<file path="src/rtl/uart_tx_pkg.sv">
package uart_tx_pkg;
  typedef struct packed {
    logic holdLoad;
    logic shiftLoad;
    logic shiftAdv;
  } txStrobes_t;
endpackage

</file>
<file path="src/rtl/uart_tx_dp.sv">
module uart_tx_dp
  import uart_tx_pkg::*;
#(
  parameter int DATA_W = 8
) (
  input  logic              clk,
  input  logic              rstN,
  input  txStrobes_t        strb,
  input  logic [DATA_W-1:0] wrData,
  output logic              txd
);
  localparam int FR_W = DATA_W + 3;

  logic [DATA_W-1:0] holdReg;
  logic [FR_W-1:0]   frameReg;

  always_ff @(posedge clk or negedge rstN) begin
    if (!rstN) holdReg <= '0;
    else if (strb.holdLoad) holdReg <= wrData;
  end

  // Shift register refills with ones, so it idles at a high line.
  always_ff @(posedge clk or negedge rstN) begin
    if (!rstN) frameReg <= '1;
    else if (strb.shiftLoad) frameReg <= {2'b11, holdReg, 1'b0};
    else if (strb.shiftAdv) frameReg <= {1'b1, frameReg[FR_W-1:1]};
  end

  assign txd = frameReg[0];
endmodule

</file>
<file path="src/rtl/uart_tx_ctrl.sv">
module uart_tx_ctrl
  import uart_tx_pkg::*;
#(
  parameter int DATA_W        = 8,
  parameter int TICKS_PER_BIT = 4
) (
  input  logic       clk,
  input  logic       rstN,
  input  logic       baudTick,
  input  logic       txEnCmd,
  input  logic       txDisCmd,
  input  logic       wrValid,
  input  logic       twoStop,
  input  logic       autoRtsMode,
  input  logic       rtsSetCmd,
  input  logic       rtsClrCmd,
  output txStrobes_t strb,
  output logic       shiftBusy,
  output logic       rtsOut,
  output logic       txReady,
  output logic       txEmpty
);
  localparam int PH_W  = (TICKS_PER_BIT > 1) ? $clog2(TICKS_PER_BIT) : 1;
  localparam int BIT_W = $clog2(DATA_W + 3);
  localparam logic [PH_W-1:0]  PH_LAST   = PH_W'(TICKS_PER_BIT - 1);
  localparam logic [BIT_W-1:0] IDX_ONE   = BIT_W'(DATA_W + 1);
  localparam logic [BIT_W-1:0] IDX_TWO   = BIT_W'(DATA_W + 2);

  logic             txEn, holdValid, busy, frameTwo, rtsBit;
  logic [PH_W-1:0]  phase, dlyCnt;
  logic [BIT_W-1:0] bitIdx;
  logic             bitEnd, frameEnd, drained, armed, autoClr;

  assign bitEnd   = busy && baudTick && (phase == PH_LAST);
  assign frameEnd = bitEnd && (bitIdx == (frameTwo ? IDX_TWO : IDX_ONE));

  always_comb begin
    strb.holdLoad  = wrValid && txEn && !holdValid;
    strb.shiftLoad = baudTick && holdValid && (!busy || frameEnd);
    strb.shiftAdv  = bitEnd && !frameEnd;
  end

  always_ff @(posedge clk or negedge rstN) begin
    if (!rstN) txEn <= 1'b0;
    else if (txDisCmd) txEn <= 1'b0;
    else if (txEnCmd) txEn <= 1'b1;
  end

  always_ff @(posedge clk or negedge rstN) begin
    if (!rstN) holdValid <= 1'b0;
    else if (strb.holdLoad) holdValid <= 1'b1;
    else if (strb.shiftLoad) holdValid <= 1'b0;
  end

  always_ff @(posedge clk or negedge rstN) begin
    if (!rstN) begin
      busy     <= 1'b0;
      frameTwo <= 1'b0;
      phase    <= '0;
      bitIdx   <= '0;
    end else if (strb.shiftLoad) begin
      busy     <= 1'b1;
      frameTwo <= twoStop;
      phase    <= '0;
      bitIdx   <= '0;
    end else begin
      if (frameEnd) busy <= 1'b0;
      if (busy && baudTick) phase <= (phase == PH_LAST) ? '0 : phase + 1'b1;
      if (strb.shiftAdv) bitIdx <= bitIdx + 1'b1;
    end
  end

  assign txReady   = txEn && !holdValid;
  assign txEmpty   = txReady && !busy;
  assign shiftBusy = busy;

  // Automatic request-to-send clear: counts one bit time of ticks once drained.
  assign drained = !txEn && !holdValid && !busy;
  assign armed   = autoRtsMode && rtsBit && drained;
  assign autoClr = armed && baudTick && (dlyCnt == PH_LAST);

  always_ff @(posedge clk or negedge rstN) begin
    if (!rstN) dlyCnt <= '0;
    else if (rtsSetCmd || !armed) dlyCnt <= '0;
    else if (baudTick) dlyCnt <= (dlyCnt == PH_LAST) ? '0 : dlyCnt + 1'b1;
  end

  always_ff @(posedge clk or negedge rstN) begin
    if (!rstN) rtsBit <= 1'b0;
    else if (rtsSetCmd) rtsBit <= 1'b1;
    else if (rtsClrCmd || autoClr) rtsBit <= 1'b0;
  end

  assign rtsOut = rtsBit;

  p_hold_kept_r3: assert property (@(posedge clk) disable iff (!rstN)
    holdValid && !strb.shiftLoad |=> holdValid);
  p_manual_rts_r9: assert property (@(posedge clk) disable iff (!rstN)
    !autoRtsMode && !rtsClrCmd && rtsBit |=> rtsBit);
  p_clear_after_drain_r7: assert property (@(posedge clk) disable iff (!rstN)
    $fell(rtsBit) && !$past(rtsClrCmd) |-> $past(drained));
  p_set_wins_r11: assert property (@(posedge clk) disable iff (!rstN)
    rtsSetCmd |=> rtsBit);
  p_status_masked_r4: assert property (@(posedge clk) disable iff (!rstN)
    txEmpty |-> txReady);
endmodule

</file>
<file path="src/rtl/uart_tx_rts.sv">
module uart_tx_rts
  import uart_tx_pkg::*;
#(
  parameter int DATA_W        = 8,
  parameter int TICKS_PER_BIT = 4
) (
  input  logic              clk,
  input  logic              rstN,
  input  logic              baudTick,
  input  logic              txEnCmd,
  input  logic              txDisCmd,
  input  logic              wrValid,
  input  logic [DATA_W-1:0] wrData,
  input  logic              twoStop,
  input  logic              autoRtsMode,
  input  logic              rtsSetCmd,
  input  logic              rtsClrCmd,
  output logic              txd,
  output logic              rtsOut,
  output logic              txReady,
  output logic              txEmpty
);
  txStrobes_t strb;
  logic       shiftBusy;

  uart_tx_ctrl #(.DATA_W(DATA_W), .TICKS_PER_BIT(TICKS_PER_BIT)) u_ctrl (
    .clk(clk), .rstN(rstN), .baudTick(baudTick),
    .txEnCmd(txEnCmd), .txDisCmd(txDisCmd), .wrValid(wrValid),
    .twoStop(twoStop), .autoRtsMode(autoRtsMode),
    .rtsSetCmd(rtsSetCmd), .rtsClrCmd(rtsClrCmd),
    .strb(strb), .shiftBusy(shiftBusy), .rtsOut(rtsOut),
    .txReady(txReady), .txEmpty(txEmpty)
  );

  uart_tx_dp #(.DATA_W(DATA_W)) u_dp (
    .clk(clk), .rstN(rstN), .strb(strb), .wrData(wrData), .txd(txd)
  );

  p_idle_line_r2: assert property (@(posedge clk) disable iff (!rstN)
    !shiftBusy |-> txd);
  p_start_low_r2: assert property (@(posedge clk) disable iff (!rstN)
    $rose(shiftBusy) |-> !txd);
endmodule

</file>
<file path="config.mk">
export PLATFORM = sky130hd
export DESIGN_NAME = uart_tx_rts
export DESIGN_NICKNAME = d
export VERILOG_FILES = /design/src/rtl/uart_tx_pkg.sv /design/src/rtl/uart_tx_dp.sv /design/src/rtl/uart_tx_ctrl.sv /design/src/rtl/uart_tx_rts.sv
export SDC_FILE = /design/constraint.sdc
export NUM_CORES = 1
export LEC_CHECK = 0
export CORE_MARGIN = 3
export CORE_UTILIZATION = 40
export CTS_CLUSTER_DIAMETER = 150
export DETAILED_ROUTE_END_ITERATION = 8
export DONT_BUFFER_PORTS = 1
export PLACE_DENSITY = 0.55
export SLEW_MARGIN = 20
export SYNTH_ARGS = -nofsm -noshare
export SYNTH_HDL_FRONTEND = slang
export SYNTH_SLANG_ARGS = --single-unit
</file>
<file path="constraint.sdc">
create_clock -name clk -period 2.05 [get_ports clk]
set_input_delay 0.3075 -clock clk [delete_from_list [all_inputs] [get_ports clk]]
set_output_delay 0.3075 -clock clk [all_outputs]
set_load 0.1 [all_outputs]
</file>
* Word-level counts from Yosys, hierarchy flattened
Index checks and enable logic that the tools add are counted.
Widths: inputs -> output; s select.
** Cells by class
- Add/subtract/negate cells :: 3
- Eq/ne operators :: 3
- Muxes and demuxes :: 19
- Reductions and logical operators :: 31
** Operators with widths (count)
- $mux 11 :: 2
- $logic_and 1x1->1 :: 16
- $mux 2 :: 7
- $reduce_bool 2->1 :: 7
- $mux 1 :: 8
- $mux 4 :: 2
- $logic_not 1->1 :: 5
- $add 2x1->2 const B :: 2
- $add 4x1->4 const B :: 1
- $eq 2x2->1 const B :: 2
- $eq 4x4->1 :: 1
- $logic_or 1x1->1 :: 3
** Storage, ports and cells
- Register bits :: 32
- Bits of input ports :: 18
- Output and inout port bits :: 4
- Logic and storage cells :: 66

* Depth between registers and ports, before layout
Gate-level depths: netlist of run 1.
- Depth after elaboration :: 9
- Gate-level depth with buffers :: 5
- Gate-level depth less buffers :: 5

* Cells and area by module
Synthesis of run 1 repeated with hierarchy kept, for this count alone.
** Second synthesis, totals
- Cell total of the unflattened synthesis :: 119
- Area, all modules :: 1386.3 um2
** By module, submodules not included
- uart_tx_dp :: instances 1, cells an instance 54, area each 718.2 um2
- uart_tx_ctrl :: instances 1, cells an instance 65, area each 668.1 um2

* Least setup slack after synthesis of run 1
Ideal clock, no wire load.
- Kind :: reg2out
- Start :: register u_ctrl.holdValid
- End :: output port txEmpty
- Arrival :: 3.273 ns
- Required time :: 1.742 ns
- Path slack :: -1.531 ns
- Stages on the path, launching flop included :: 3
- Buffers on the path :: 0
- Cell sequence :: dfrtp_1 > nor2b_1 > nor2b_1
** Between the ends
- Longest elaborated chain between the ends :: 3
** Ends and longest elaborated chain
- from (decl) :: line uart_tx_ctrl.sv:29 : logic txEn, holdValid, busy, frameTwo, rtsBit;
- from (signal assigned) :: line uart_tx_ctrl.sv:50 : if (!rstN) holdValid <= 1'b0;
- from (signal assigned) :: line uart_tx_ctrl.sv:51 : else if (strb.holdLoad) holdValid <= 1'b1;
- from (signal assigned) :: line uart_tx_ctrl.sv:52 : else if (strb.shiftLoad) holdValid <= 1'b0;
- $logic_not 1->1 :: line uart_tx_ctrl.sv:73 : assign txReady = txEn && !holdValid;
- $logic_and 1x1->1 :: line uart_tx_ctrl.sv:73
- net txReady :: line uart_tx_rts.sv:20 : output logic txReady,
- $logic_and 1x1->1 :: line uart_tx_ctrl.sv:74 : assign txEmpty = txReady && !busy;
- to (decl) :: line uart_tx_rts.sv:21 : output logic txEmpty
The timed path passes the listed nets, and every way through them passes these cells.

* Final worst setup path of run 1
- Start :: register u_ctrl.bitIdx[1]
- End :: register u_dp.frameReg[8]
** Between the ends
- Longest elaborated chain between the ends :: 5
- Elaborated cells on any way between the ends :: 8
- Those cells by class :: eq/ne: 1; mux: 1; reduce/logical: 6
** Ends and longest elaborated chain
- from (decl) :: line uart_tx_ctrl.sv:31 : logic [BIT_W-1:0] bitIdx;
- from (signal assigned) :: line uart_tx_ctrl.sv:69 : if (strb.shiftAdv) bitIdx <= bitIdx + 1'b1;
- $eq 4x4->1 * :: line uart_tx_ctrl.sv:35 : assign frameEnd = bitEnd && (bitIdx == (frameTwo ? IDX_TWO : IDX_ONE));
- $logic_and 1x1->1 * :: line uart_tx_ctrl.sv:35
- $logic_or 1x1->1 / $logic_not 1->1 (equally long branches) :: line uart_tx_ctrl.sv:39, uart_tx_ctrl.sv:40
- $logic_and 1x1->1, on equally long branches :: line uart_tx_ctrl.sv:39, uart_tx_ctrl.sv:40
- $mux 11 / $reduce_bool 2->1 (equally long branches)
- to (signal assigned) :: line uart_tx_dp.sv:25 : else if (strb.shiftLoad) frameReg <= {2'b11, holdReg, 1'b0};
- to (signal assigned) :: line uart_tx_dp.sv:26 : else if (strb.shiftAdv) frameReg <= {1'b1, frameReg[FR_W-1:1]};
- to (decl) :: line uart_tx_dp.sv:15 : logic [FR_W-1:0] frameReg;
Every way passes the cells marked *; elsewhere a longest branch is shown, timed or not.
A chain may end at the register's enable or synchronous reset.

==> results of run 1 <==
-- layer usage --
| layer | track usage | vias up | wire, um |
|---|---|---|---|
| met5 | 0 | - | 0 |
| met4 | 0.0457 | 0 | 19 |
| met3 | 0.0612 | 2 | 170 |
| met2 | 0.227 | 28 | 1350 |
| met1 | 0.189 | 503 | 1310 |
| li1 | - | 508 | - |
-- power by group through the flow --
stage	clock (mW)	combinational, mW	sequential [mW]
after floorplan	0	0.388	1.07
after global placement	0	0.449	1.10
after detailed placement	0	0.463	1.10
after CTS	0.381	0.485	1.09
after global routing	0.408	0.546	1.12
final	0.364	0.477	1.09
-- registers in the layout (all words and copies together) (netlist names) --
name and flops:
u_dp.frameReg 9, u_dp.holdReg 8, u_ctrl.bitIdx 4, u_ctrl.dlyCnt 2, u_ctrl.phase 2, u_ctrl.frameTwo 1
u_ctrl.holdValid 1, u_ctrl.rtsOut 1, u_ctrl.shiftBusy 1, u_ctrl.txEn 1
-- stage by stage --
stage | cell area, sq um | setup slack (ns) | util | hold slack [ns]
after floorplan | 1480 | 0.143 | - | 0.0119
after global placement | 1550 | 0.455 | 0.455 | 0.0132
after CTS | 1650 | 0.382 | 0.482 | 0.0296
final | 1650 | 0.394 | 0.482 | 0.0461
after global routing | 1650 | 0.275 | 0.482 | 0.0107
after detailed placement | 1550 | 0.421 | 0.455 | 0.0131
-- what timing repair did --
action	4_1_cts	5_1_grt
hold endpoints to repair	30	0
setup buffers	0	0
setup endpoints to repair	0	0
hold buffers	2	0
-- area by class of cell --
cell class	instances	area, sq um	share of cell area
clock buffers	6	51.3	0.0311
clock inverters	2	12.5	0.00759
inverters	5	18.8	0.0114
multi-input cells	93	658	0.399
flip-flops and latches	30	762	0.462
well taps	46	57.6	0.0349
repair buffers	8	87.6	0.0532
-- cell usage after synthesis (all sizes together) --
master,instances
xor2,1
a21o,1
o211ai,1
dfstp,9
a31oi,8
dfrtp,21
or3,2
and3,1
o21ai,14
o31ai,1
nor3b,1
nor2b,3
mux2i,3
nor2,9
clkbuf,4
a32o,1
a211oi,7
and3b,1
mux2,9
nand2,7
inv,5
ha,3
buf,3
nand4,2
o21a,1
a21oi,7
nand3,10
-- cells by family (layout without fill, tap and decap cells) --
family / count (synthesis) / count (layout) / share of synthesized area
flops: 30 / 30 / 0.521
mux: 12 / 12 / 0.0925
fa+ha+maj: 3 / 3 / 0.0257
simple gates: 36 / 36 / 0.129
compound gates: 41 / 41 / 0.187
buf+inv: 12 / 21 / 0.0385
xor+xnor: 1 / 1 / 0.00599
-- worst max-delay path by stage --
stage	slack, ns	from	end
after floorplan	0.14	u_ctrl.holdValid	txEmpty
after global placement	0.46	u_ctrl.bitIdx[2]	u_ctrl.frameTwo
after global routing	0.28	u_ctrl.bitIdx[2]	u_ctrl.frameTwo
final	0.39	u_ctrl.bitIdx[1]	u_dp.frameReg[8]
after CTS	0.38	u_ctrl.bitIdx[1]	u_dp.frameReg[8]
after detailed placement	0.42	u_ctrl.bitIdx[1]	u_ctrl.frameTwo
==> run_results.csv, run 1 <==
group,metric,value,unit
timing,fin_crit_sh,0.808,
setup_path,arrival,1.90,ns
layout,fin_nets,164,
setup_path,rr_worst_depth,4,
power,power,1.93,mW
global_route,overflow,0,
detailed_routing,avgViaCountPerCell,5.48,
worst_hold_path,min_from,"txDisCmd",
detailed_routing,drc,0,
cts,htreeDepth,2,
detailed_routing,via_count,1041,
layout,final_cells,190,
worst_hold_path,hold_path_class,"primary input to flop",
detailed_routing,drtIter0Drc,33,
timing,maxSlewViolCount,0,
floorplan,die-area,4410,sq um
synth,yosysTopAreaCell,"dfrtp_1",
power,leakage,0.673,nW
synth,ys_seq_area_frac,0.521,
setup_path,r2r_slack,0.39,ns
cts,path_clk_slew,0.09,ns
global_route,antenna_found_initial,0,
cts,ctsResizeCount,0,
setup_path,start_kind,"flop",
setup_path,cp.depth,4,
synth,synthDistinctLibCells,31,
layout,final_cell_mix,"dfrtp_1, o21ai_0, nand3_1, nor2_1, dfstp_2",
place,port_buffers,0,
synth,ys_ff_latch,30,
detailed_routing,routed_wl,2850,um
cts,clock_path_buffers,2,
synth,synth_cells,135,
timing,slew_headroom,0.661,
global_route,grt_usage,0.148,
timing,final-hold-violation-count,0,
floorplan,rows,21,
global_route,grt_max_degree,31,
floorplan,die_h,66.4,um
setup_path,crit_family,"compound AO/OA/AOI/OAI gates",
setup_path,crit_path_end_kind,"flop",
setup_path,cp_cell_sequence,"and3b_2 -> o211ai_4 -> a21o_1 -> mux2i_1",
power,p_seq_frac,0.565,
setup_path,crit_buf_inv,0,
synth,synth_fp_nets,156,
worst_hold_path,holdPathEnd,"u_ctrl.txEn",
layout,final_common_cell,"dfrtp_1",
layout,area_growth,12.8,%
timing,clock.fmax,604,MHz
setup_path,cp.required,2.29,ns
place,dpl.hpwl,2030,um
outcome,status,"finished, final reports clean",
setup_path,rr_startpoint,"u_ctrl.bitIdx[1]",
floorplan,initial_utilization,0.428,
layout,drive_gt1_frac,0.271,
synth,syn_area_per_cell,10.8,sq um
synth,synth_area_leaders,"dfrtp_1, dfstp_2, mux2_2",
cts,cts_buffers,5,
detailed_routing,wl_per_cell,15.0,um
setup_path,worstPathMaxFanout,9,
place,gp_congestion,0.771,
power,power.density,1170,nW/um^2
floorplan,core_area,3420,sq um
power,peakVddDrop,599,uV
global_route,grt_pass1_wl,4840,um
setup_path,r2r-end,"u_dp.frameReg[8]",
cts,cts_tree,"done",
timing,fin_crit,1.66,ns
timing,fin_tns_setup,0,ns
synth,netlist_area,1460,sq um
layout,fillCellCount,333,
place,dp.cells,180,
floorplan,io_pins,22,
floorplan,die_w,66.4,um
detailed_routing,drtPass1Iterations,6,
synth,yosysTopAreaCellShare,0.360,
cts,clkLatencyLatePin,0.31,ns
power,swShare,0.344,
layout,diodes,0,
setup_path,max_stage_delay,0.45,ns
timing,rsz0062_at_grt,"false",
timing,skew,0.00354,ns
setup_path,path_class,"flop to flop",
job,drv_cap,0,
worst_hold_path,hold_path_depth,1,
timing,tightest_slew,0.509,ns
timing,setup_viol,0,
setup_path,cp_slowest_cell,"dfrtp_1",
cts,root_buffer,"clkbuf_4",
detailed_routing,drt.antenna.violating_nets,0,
global_route,grt_pass1_vias,1046,
power,p_switching,0.664,mW
power,power_frac_comb,0.247,
cts,cts_sinks,30,
power,internal_power,1.27,mW
synth,ys_warn_count,0,
power,p_clk_frac,0.188,
(Power assumes the default switching activity.)
==> run 2, diff against run 1 <==
--- a/config.mk
+++ b/config.mk
@@ -10,7 +10,7 @@
 export CTS_CLUSTER_DIAMETER = 150
 export DETAILED_ROUTE_END_ITERATION = 8
 export DONT_BUFFER_PORTS = 1
-export PLACE_DENSITY = 0.55
+export PLACE_DENSITY = 0.57
 export SLEW_MARGIN = 20
 export SYNTH_ARGS = -nofsm -noshare
 export SYNTH_HDL_FRONTEND = slang
==> constraint.sdc (replaced) <==
create_clock -name clk -period 1.4 [get_ports clk]
set_input_delay 0.21 -clock clk [delete_from_list [all_inputs] [get_ports clk]]
set_output_delay 0.21 -clock clk [all_outputs]
set_load 0.1 [all_outputs]
==> run 2 against run 1 <==
Cell count is 16% higher. Clock-buffer cell count stayed put. Core utilization is 11 points higher. The run now ends with negative setup slack left. Via count is 12% higher. Worst hold slack worse by 0.017 ns. First-iteration DRC count is 33% higher. Critical path type unchanged. Clock skew is 0.0059 ns higher.
==> run_results.csv, run 2 (same netlist as run 1, synthesis figures left out) <==
group,metric,value,unit
cts,cts_tree,"done",
global_route,grt_usage,0.165,
timing,rsz0062_at_grt,"true",
worst_hold_path,min_from,"wrData[5]",
layout,diodes,0,
timing,setup_viol,12,
place,gp_congestion,0.823,
layout,fin_util,0.595,
power,peakVddDrop,756,uV
layout,fin_area,2030,sq um
setup_path,rr_startpoint,"u_ctrl.bitIdx[1]",
global_route,grt_pass1_wl,5310,um
setup_path,worstPathMaxFanout,8,
detailed_routing,drtIter0Drc,44,
setup_path,crit_path_end_kind,"flop",
layout,drive_gt1_frac,0.471,
timing,clock.fmax,655,MHz
cts,cts_sinks,30,
power,p_seq_frac,0.467,
timing,tightest_slew,0.383,ns
global_route,antenna_found_initial,0,
layout,final_common_cell,"buf_4",
layout,top_register,"u_dp.frameReg",
power,swShare,0.354,
timing,final-hold-violation-count,0,
floorplan,io_pins,22,
layout,largest_register_ffs,9,
detailed_routing,drt.antenna.violating_nets,0,
setup_path,r2r-end,"u_dp.frameReg[6]",
power,leakage,0.829,nW
setup_path,r2r_slack,-0.13,ns
timing,setup_ws,-0.127,ns
worst_hold_path,hold_path_depth,1,
setup_path,cp.required,1.64,ns
global_route,overflow,0,
detailed_routing,wl_per_cell,15.4,um
detailed_routing,routed_wl,3390,um
detailed_routing,drc,0,
setup_path,path_class,"flop to flop",
worst_hold_path,hold_path_class,"primary input to flop",
cts,htreeDepth,2,
floorplan,die_w,66.4,um
floorplan,initial_utilization,0.428,
outcome,status,"complete, but fails checks",
setup_path,arrival,1.77,ns
outcome,violations,"negative setup slack",
power,power.density,1600,nW/um^2
power,power_frac_comb,0.366,
detailed_routing,avgViaCountPerCell,5.30,
timing,holdWs,0.0286,ns
cts,cts_buffers,5,
detailed_routing,drtPass1Iterations,4,
power,internal_power,2.11,mW
detailed_routing,via_count,1165,
layout,reg_top3,"u_dp.frameReg: 9 flops, u_dp.holdReg: 8 flops, u_ctrl.bitIdx: 4 flops",
cts,clkLatencyLatePin,0.33,ns
timing,maxSlewViolCount,0,
place,port_buffers,0,
power,p_switching,1.15,mW
timing,fin_crit_sh,1.09,
place,dp_worst_setup_slack,-0.127,ns
floorplan,die-area,4410,sq um
place,place_area,1700,sq um
floorplan,core_area,3420,sq um
layout,fin_nets,194,
timing,fin_tns_setup,-1.07,ns
timing,fin_crit,1.53,ns
layout,area_growth,39.0,%
cts,clock_path_buffers,2,
timing,slew_headroom,0.744,
global_route,grt_max_degree,31,
cts,path_clk_slew,0.10,ns
layout,final_cell_mix,"buf_4, dfrtp_1, nand3_1, nor2_1, dfstp_2",
floorplan,rows,21,
power,p_clk_frac,0.167,
timing,skew,0.00949,ns
floorplan,die_h,66.4,um
place,dpl.hpwl,2230,um
setup_path,start_kind,"flop",
setup_path,rr_worst_depth,5,
job,drv_cap,0,
cts,root_buffer,"clkbuf_4",
global_route,grt_pass1_vias,1111,
worst_hold_path,holdPathEnd,"u_dp.holdReg[5]",
## run 2: cell types whose count changed in the layout (fill, tap and decap cells not counted), moves of 4 or more
cell	change
buf_6	+4
o21ai_0	-7
a211oi_1	-7
dlygate4sd3_1	+6
o21ai_1	+5
buf_4	+19
a211oi_2	+5
## run 2: timing repair
item                                    CTS  global route
gates resized for setup                  14            22
endpoints found under the setup margin   15            23
cloned                                    0             0
hold buffers                              5             3
pin swaps                                 3            11
buffers inserted                          3             2
endpoints found under the hold margin    32             3
## run 2: power by group through the flow
stage | sequential, mW | combinational (mW) | clock [mW]
after detailed placement | 1.49 | 0.978 | 0
after global routing | 1.56 | 1.30 | 0.611
after global placement | 1.48 | 0.947 | 0
after CTS | 1.49 | 1.08 | 0.564
after floorplan | 1.56 | 0.569 | 0
final | 1.52 | 1.19 | 0.544
## run 2: worst max-delay path by stage
stage	slack [ns]	from	endpoint	cells after the start
after floorplan	-0.41	u_ctrl.holdValid	txEmpty	2
after global placement	-0.04	u_ctrl.frameTwo	u_dp.frameReg[5]	5
after detailed placement	-0.13	u_ctrl.frameTwo	u_dp.frameReg[5]	5
after CTS	-0.08	u_ctrl.frameTwo	u_ctrl.bitIdx[0]	4
after global routing	-0.20	u_ctrl.frameTwo	u_dp.frameReg[8]	5
final	-0.13	u_ctrl.bitIdx[1]	u_dp.frameReg[6]	5
## run 2: through the flow
step                      power (mW)  cells
after floorplan                 2.13    135
after global placement          2.42    199
after detailed placement        2.46    199
after CTS                       3.14    215
after global routing            3.48    220
final                           3.26    220
## run 2: area by class of cell
type	count	area (sq um)
Multi-Input combinational cell	93	776
Timing Repair Buffer	38	350
Sequential cell	30	766
Clock buffer	6	51.3
Fill cell	291	1380
Tap cell	46	57.6
Clock inverter	2	12.5
Inverter	5	18.8
## run 2: per-layer routing
metal / GRT usage / routed length [um] / up-vias
met5: 0 / 0 / -
met4: 0.0685 / 48 / 0
met3: 0.0442 / 173 / 7
met2: 0.242 / 1610 / 36
met1: 0.230 / 1550 / 551
li1: - / - / 571
## run 2: critical path, cell delays in order (launching register included)
cell and delay [ns]:
dfrtp_1 0.43, and3b_2 0.27, o21a_1 0.24, buf_6 0.15, o21ai_1 0.23, a31oi_4 0.12
==> run 3, diff against run 2 <==
--- a/config.mk
+++ b/config.mk
@@ -5,6 +5,7 @@
 export SDC_FILE = /design/constraint.sdc
 export NUM_CORES = 1
 export LEC_CHECK = 0
+export ABC_AREA = 0
 export CORE_MARGIN = 3
 export CORE_UTILIZATION = 40
 export CTS_CLUSTER_DIAMETER = 150
@@ -15,3 +16,4 @@
 export SYNTH_ARGS = -nofsm -noshare
 export SYNTH_HDL_FRONTEND = slang
 export SYNTH_SLANG_ARGS = --single-unit
+export TNS_END_PERCENT = 50
==> run 3 against run 2 <==
The run still ends with negative setup slack left. Critical path depth shrank 1. Combinational power is essentially flat. Sequential share of layout area grew 1.4 points. Die area is the same. Wire length shrank 5.0%. Total power shrank 1.4%. Worst hold slack lost 0.010 ns. Design area shrank 3.8%. Clock-buffer cell count is the same. Sequential power shrank 3%. Clock skew shrank 0.0030 ns.
==> run_results.csv, run 3 (same netlist as run 1, synthesis figures left out) <==
group,metric,value,unit
global_route,grt_usage,0.170,
layout,largest_register_ffs,9,
cts,htreeDepth,2,
setup_path,cp.required,1.63,ns
timing,final-hold-violation-count,0,
power,p_seq_frac,0.462,
outcome,violations,"negative setup slack",
detailed_routing,avgViaCountPerCell,5.39,
cts,cts_tree,"done",
setup_path,r2r_slack,-0.09,ns
power,swShare,0.351,
layout,reg_top3,"u_dp.frameReg: 9 flops, u_dp.holdReg: 8 flops, u_ctrl.bitIdx: 4 flops",
timing,tightest_slew,0.558,ns
timing,maxSlewViolCount,0,
place,gp_congestion,0.834,
power,p_switching,1.13,mW
layout,top_register,"u_dp.frameReg",
power,p_clk_frac,0.176,
power,internal_power,2.09,mW
timing,setup_ws,-0.0905,ns
timing,setup_viol,13,
place,dpl.hpwl,2160,um
timing,clock.fmax,671,MHz
setup_path,arrival,1.72,ns
detailed_routing,drtPass1Iterations,4,
timing,rsz0062_at_grt,"true",
timing,fin_crit,1.49,ns
global_route,grt_max_degree,31,
timing,holdWs,0.0183,ns
job,drv_cap,0,
floorplan,die_w,66.4,um
cts,cts_sinks,30,
global_route,overflow,0,
layout,diodes,0,
setup_path,cp_cell_sequence,"nor3b_4 -> o211ai_4 -> a21oi_4 -> mux2_4",
worst_hold_path,min_from,"wrData[2]",
cts,cts_buffers,5,
setup_path,crit_path_end_kind,"flop",
layout,fin_area,1950,sq um
setup_path,crit_path_start,"u_ctrl.bitIdx[1]",
setup_path,worstPathMaxFanout,3,
setup_path,max_stage_delay,0.44,ns
layout,fillCellCount,316,
layout,area_growth,33.7,%
timing,slew_headroom,0.624,
detailed_routing,drc,0,
detailed_routing,routed_wl,3220,um
floorplan,die-area,4410,sq um
worst_hold_path,hold_path_class,"primary input to flop",
floorplan,initial_utilization,0.428,
timing,skew,0.00645,ns
place,port_buffers,0,
power,power_frac_comb,0.363,
layout,fin_nets,192,
cts,root_buffer,"clkbuf_4",
cts,clkLatencyLatePin,0.34,ns
global_route,grt_pass1_vias,1192,
detailed_routing,via_count,1175,
power,leakage,0.820,nW
timing,fin_crit_sh,1.06,
cts,clock_path_buffers,2,
outcome,status,"complete, but fails checks",
place,place_area,1690,sq um
setup_path,path_class,"flop to flop",
detailed_routing,drt.antenna.violating_nets,0,
floorplan,io_pins,22,
layout,drive_gt1_frac,0.430,
detailed_routing,wl_per_cell,14.8,um
floorplan,rows,21,
global_route,grt_pass1_wl,5500,um
floorplan,core_area,3420,sq um
setup_path,rr_startpoint,"u_ctrl.bitIdx[1]",
setup_path,start_kind,"flop",
cts,path_clk_slew,0.10,ns
detailed_routing,drtIter0Drc,44,
layout,final_cell_mix,"buf_4, dfrtp_1, nand3_1, nor2_1, dfstp_2",
setup_path,cp_slowest_cell,"dfrtp_1",
global_route,antenna_found_initial,0,
power,peakVddDrop,903,uV
layout,final_common_cell,"buf_4",
floorplan,die_h,66.4,um
power,power.density,1640,nW/um^2
run 3: final cells by class:
cell class                 count  area, sq um  area share
timing repair buffer          36          330       0.169
multi-input combinational     93          721       0.369
inverter                       5         18.8     0.00960
clock buffer                   6         51.3      0.0262
tap                           46         57.6      0.0294
clock inverter                 2         12.5     0.00640
sequential                    30          763       0.391
run 3: timing repair:
action / 4_1_cts / 5_1_grt
hold endpoints to repair: 32 / 4
endpoints found under the setup margin: 16 / 22
hold buffers: 5 / 4
setup buffers: 2 / 1
pin swaps: 14 / 1
gates resized for setup: 18 / 11
run 3: metrics by stage:
| stage | power (mW) | util | setup TNS, ns | cells | setup slack, ns |
|---|---|---|---|---|---|
| 4_1_cts | 3.15 | 0.547 | -0.797 | 213 | -0.0867 |
| 6_report | 3.21 | 0.572 | -0.602 | 218 | -0.0905 |
| 5_1_grt | 3.44 | 0.572 | -1.76 | 218 | -0.141 |
| 2_1_floorplan | 2.13 | - | -3.44 | 135 | -0.410 |
| 3_3_place_gp | 2.43 | 0.495 | -0.296 | 198 | -0.0369 |
| 3_5_place_dp | 2.47 | 0.495 | -0.757 | 198 | -0.0967 |
run 3: path summary, 6_finish.rpt:
kind | to | cells after the start
hold reg to reg | u_dp.frameReg[8] | 2
hold / removal | u_dp.holdReg[2] | 1
setup / recovery | u_ctrl.frameTwo | 4
min in group asynchronous | u_ctrl.bitIdx[2] | 2
max in group asynchronous | u_dp.frameReg[8] | 2
setup reg to reg | u_ctrl.frameTwo | 4
run 3: routing by layer:
metal  routed length, um  vias up  global-route usage
met5                   0        -                   0
li1                    -      568                   -
met1                1530      562               0.223
met2                1430       36               0.248
met3                 180        9              0.0646
met4                  69        0              0.0736
run 3: worst max-delay path: cells and delay by family, from the launching register on:
family,cells,cell delay [ns]
DFF,1,0.44
AOI/OAI and AO/OA,2,0.33
muxes,1,0.32
and+or+nand+nor,1,0.29
run 3: power groups by stage:
stage	Combinational, mW	Sequential (mW)	Clock, mW
after floorplan	0.568	1.56	0
after global placement	0.956	1.47	0
after detailed placement	0.984	1.48	0
after CTS	1.09	1.48	0.580
after global routing	1.28	1.53	0.629
final	1.17	1.48	0.564
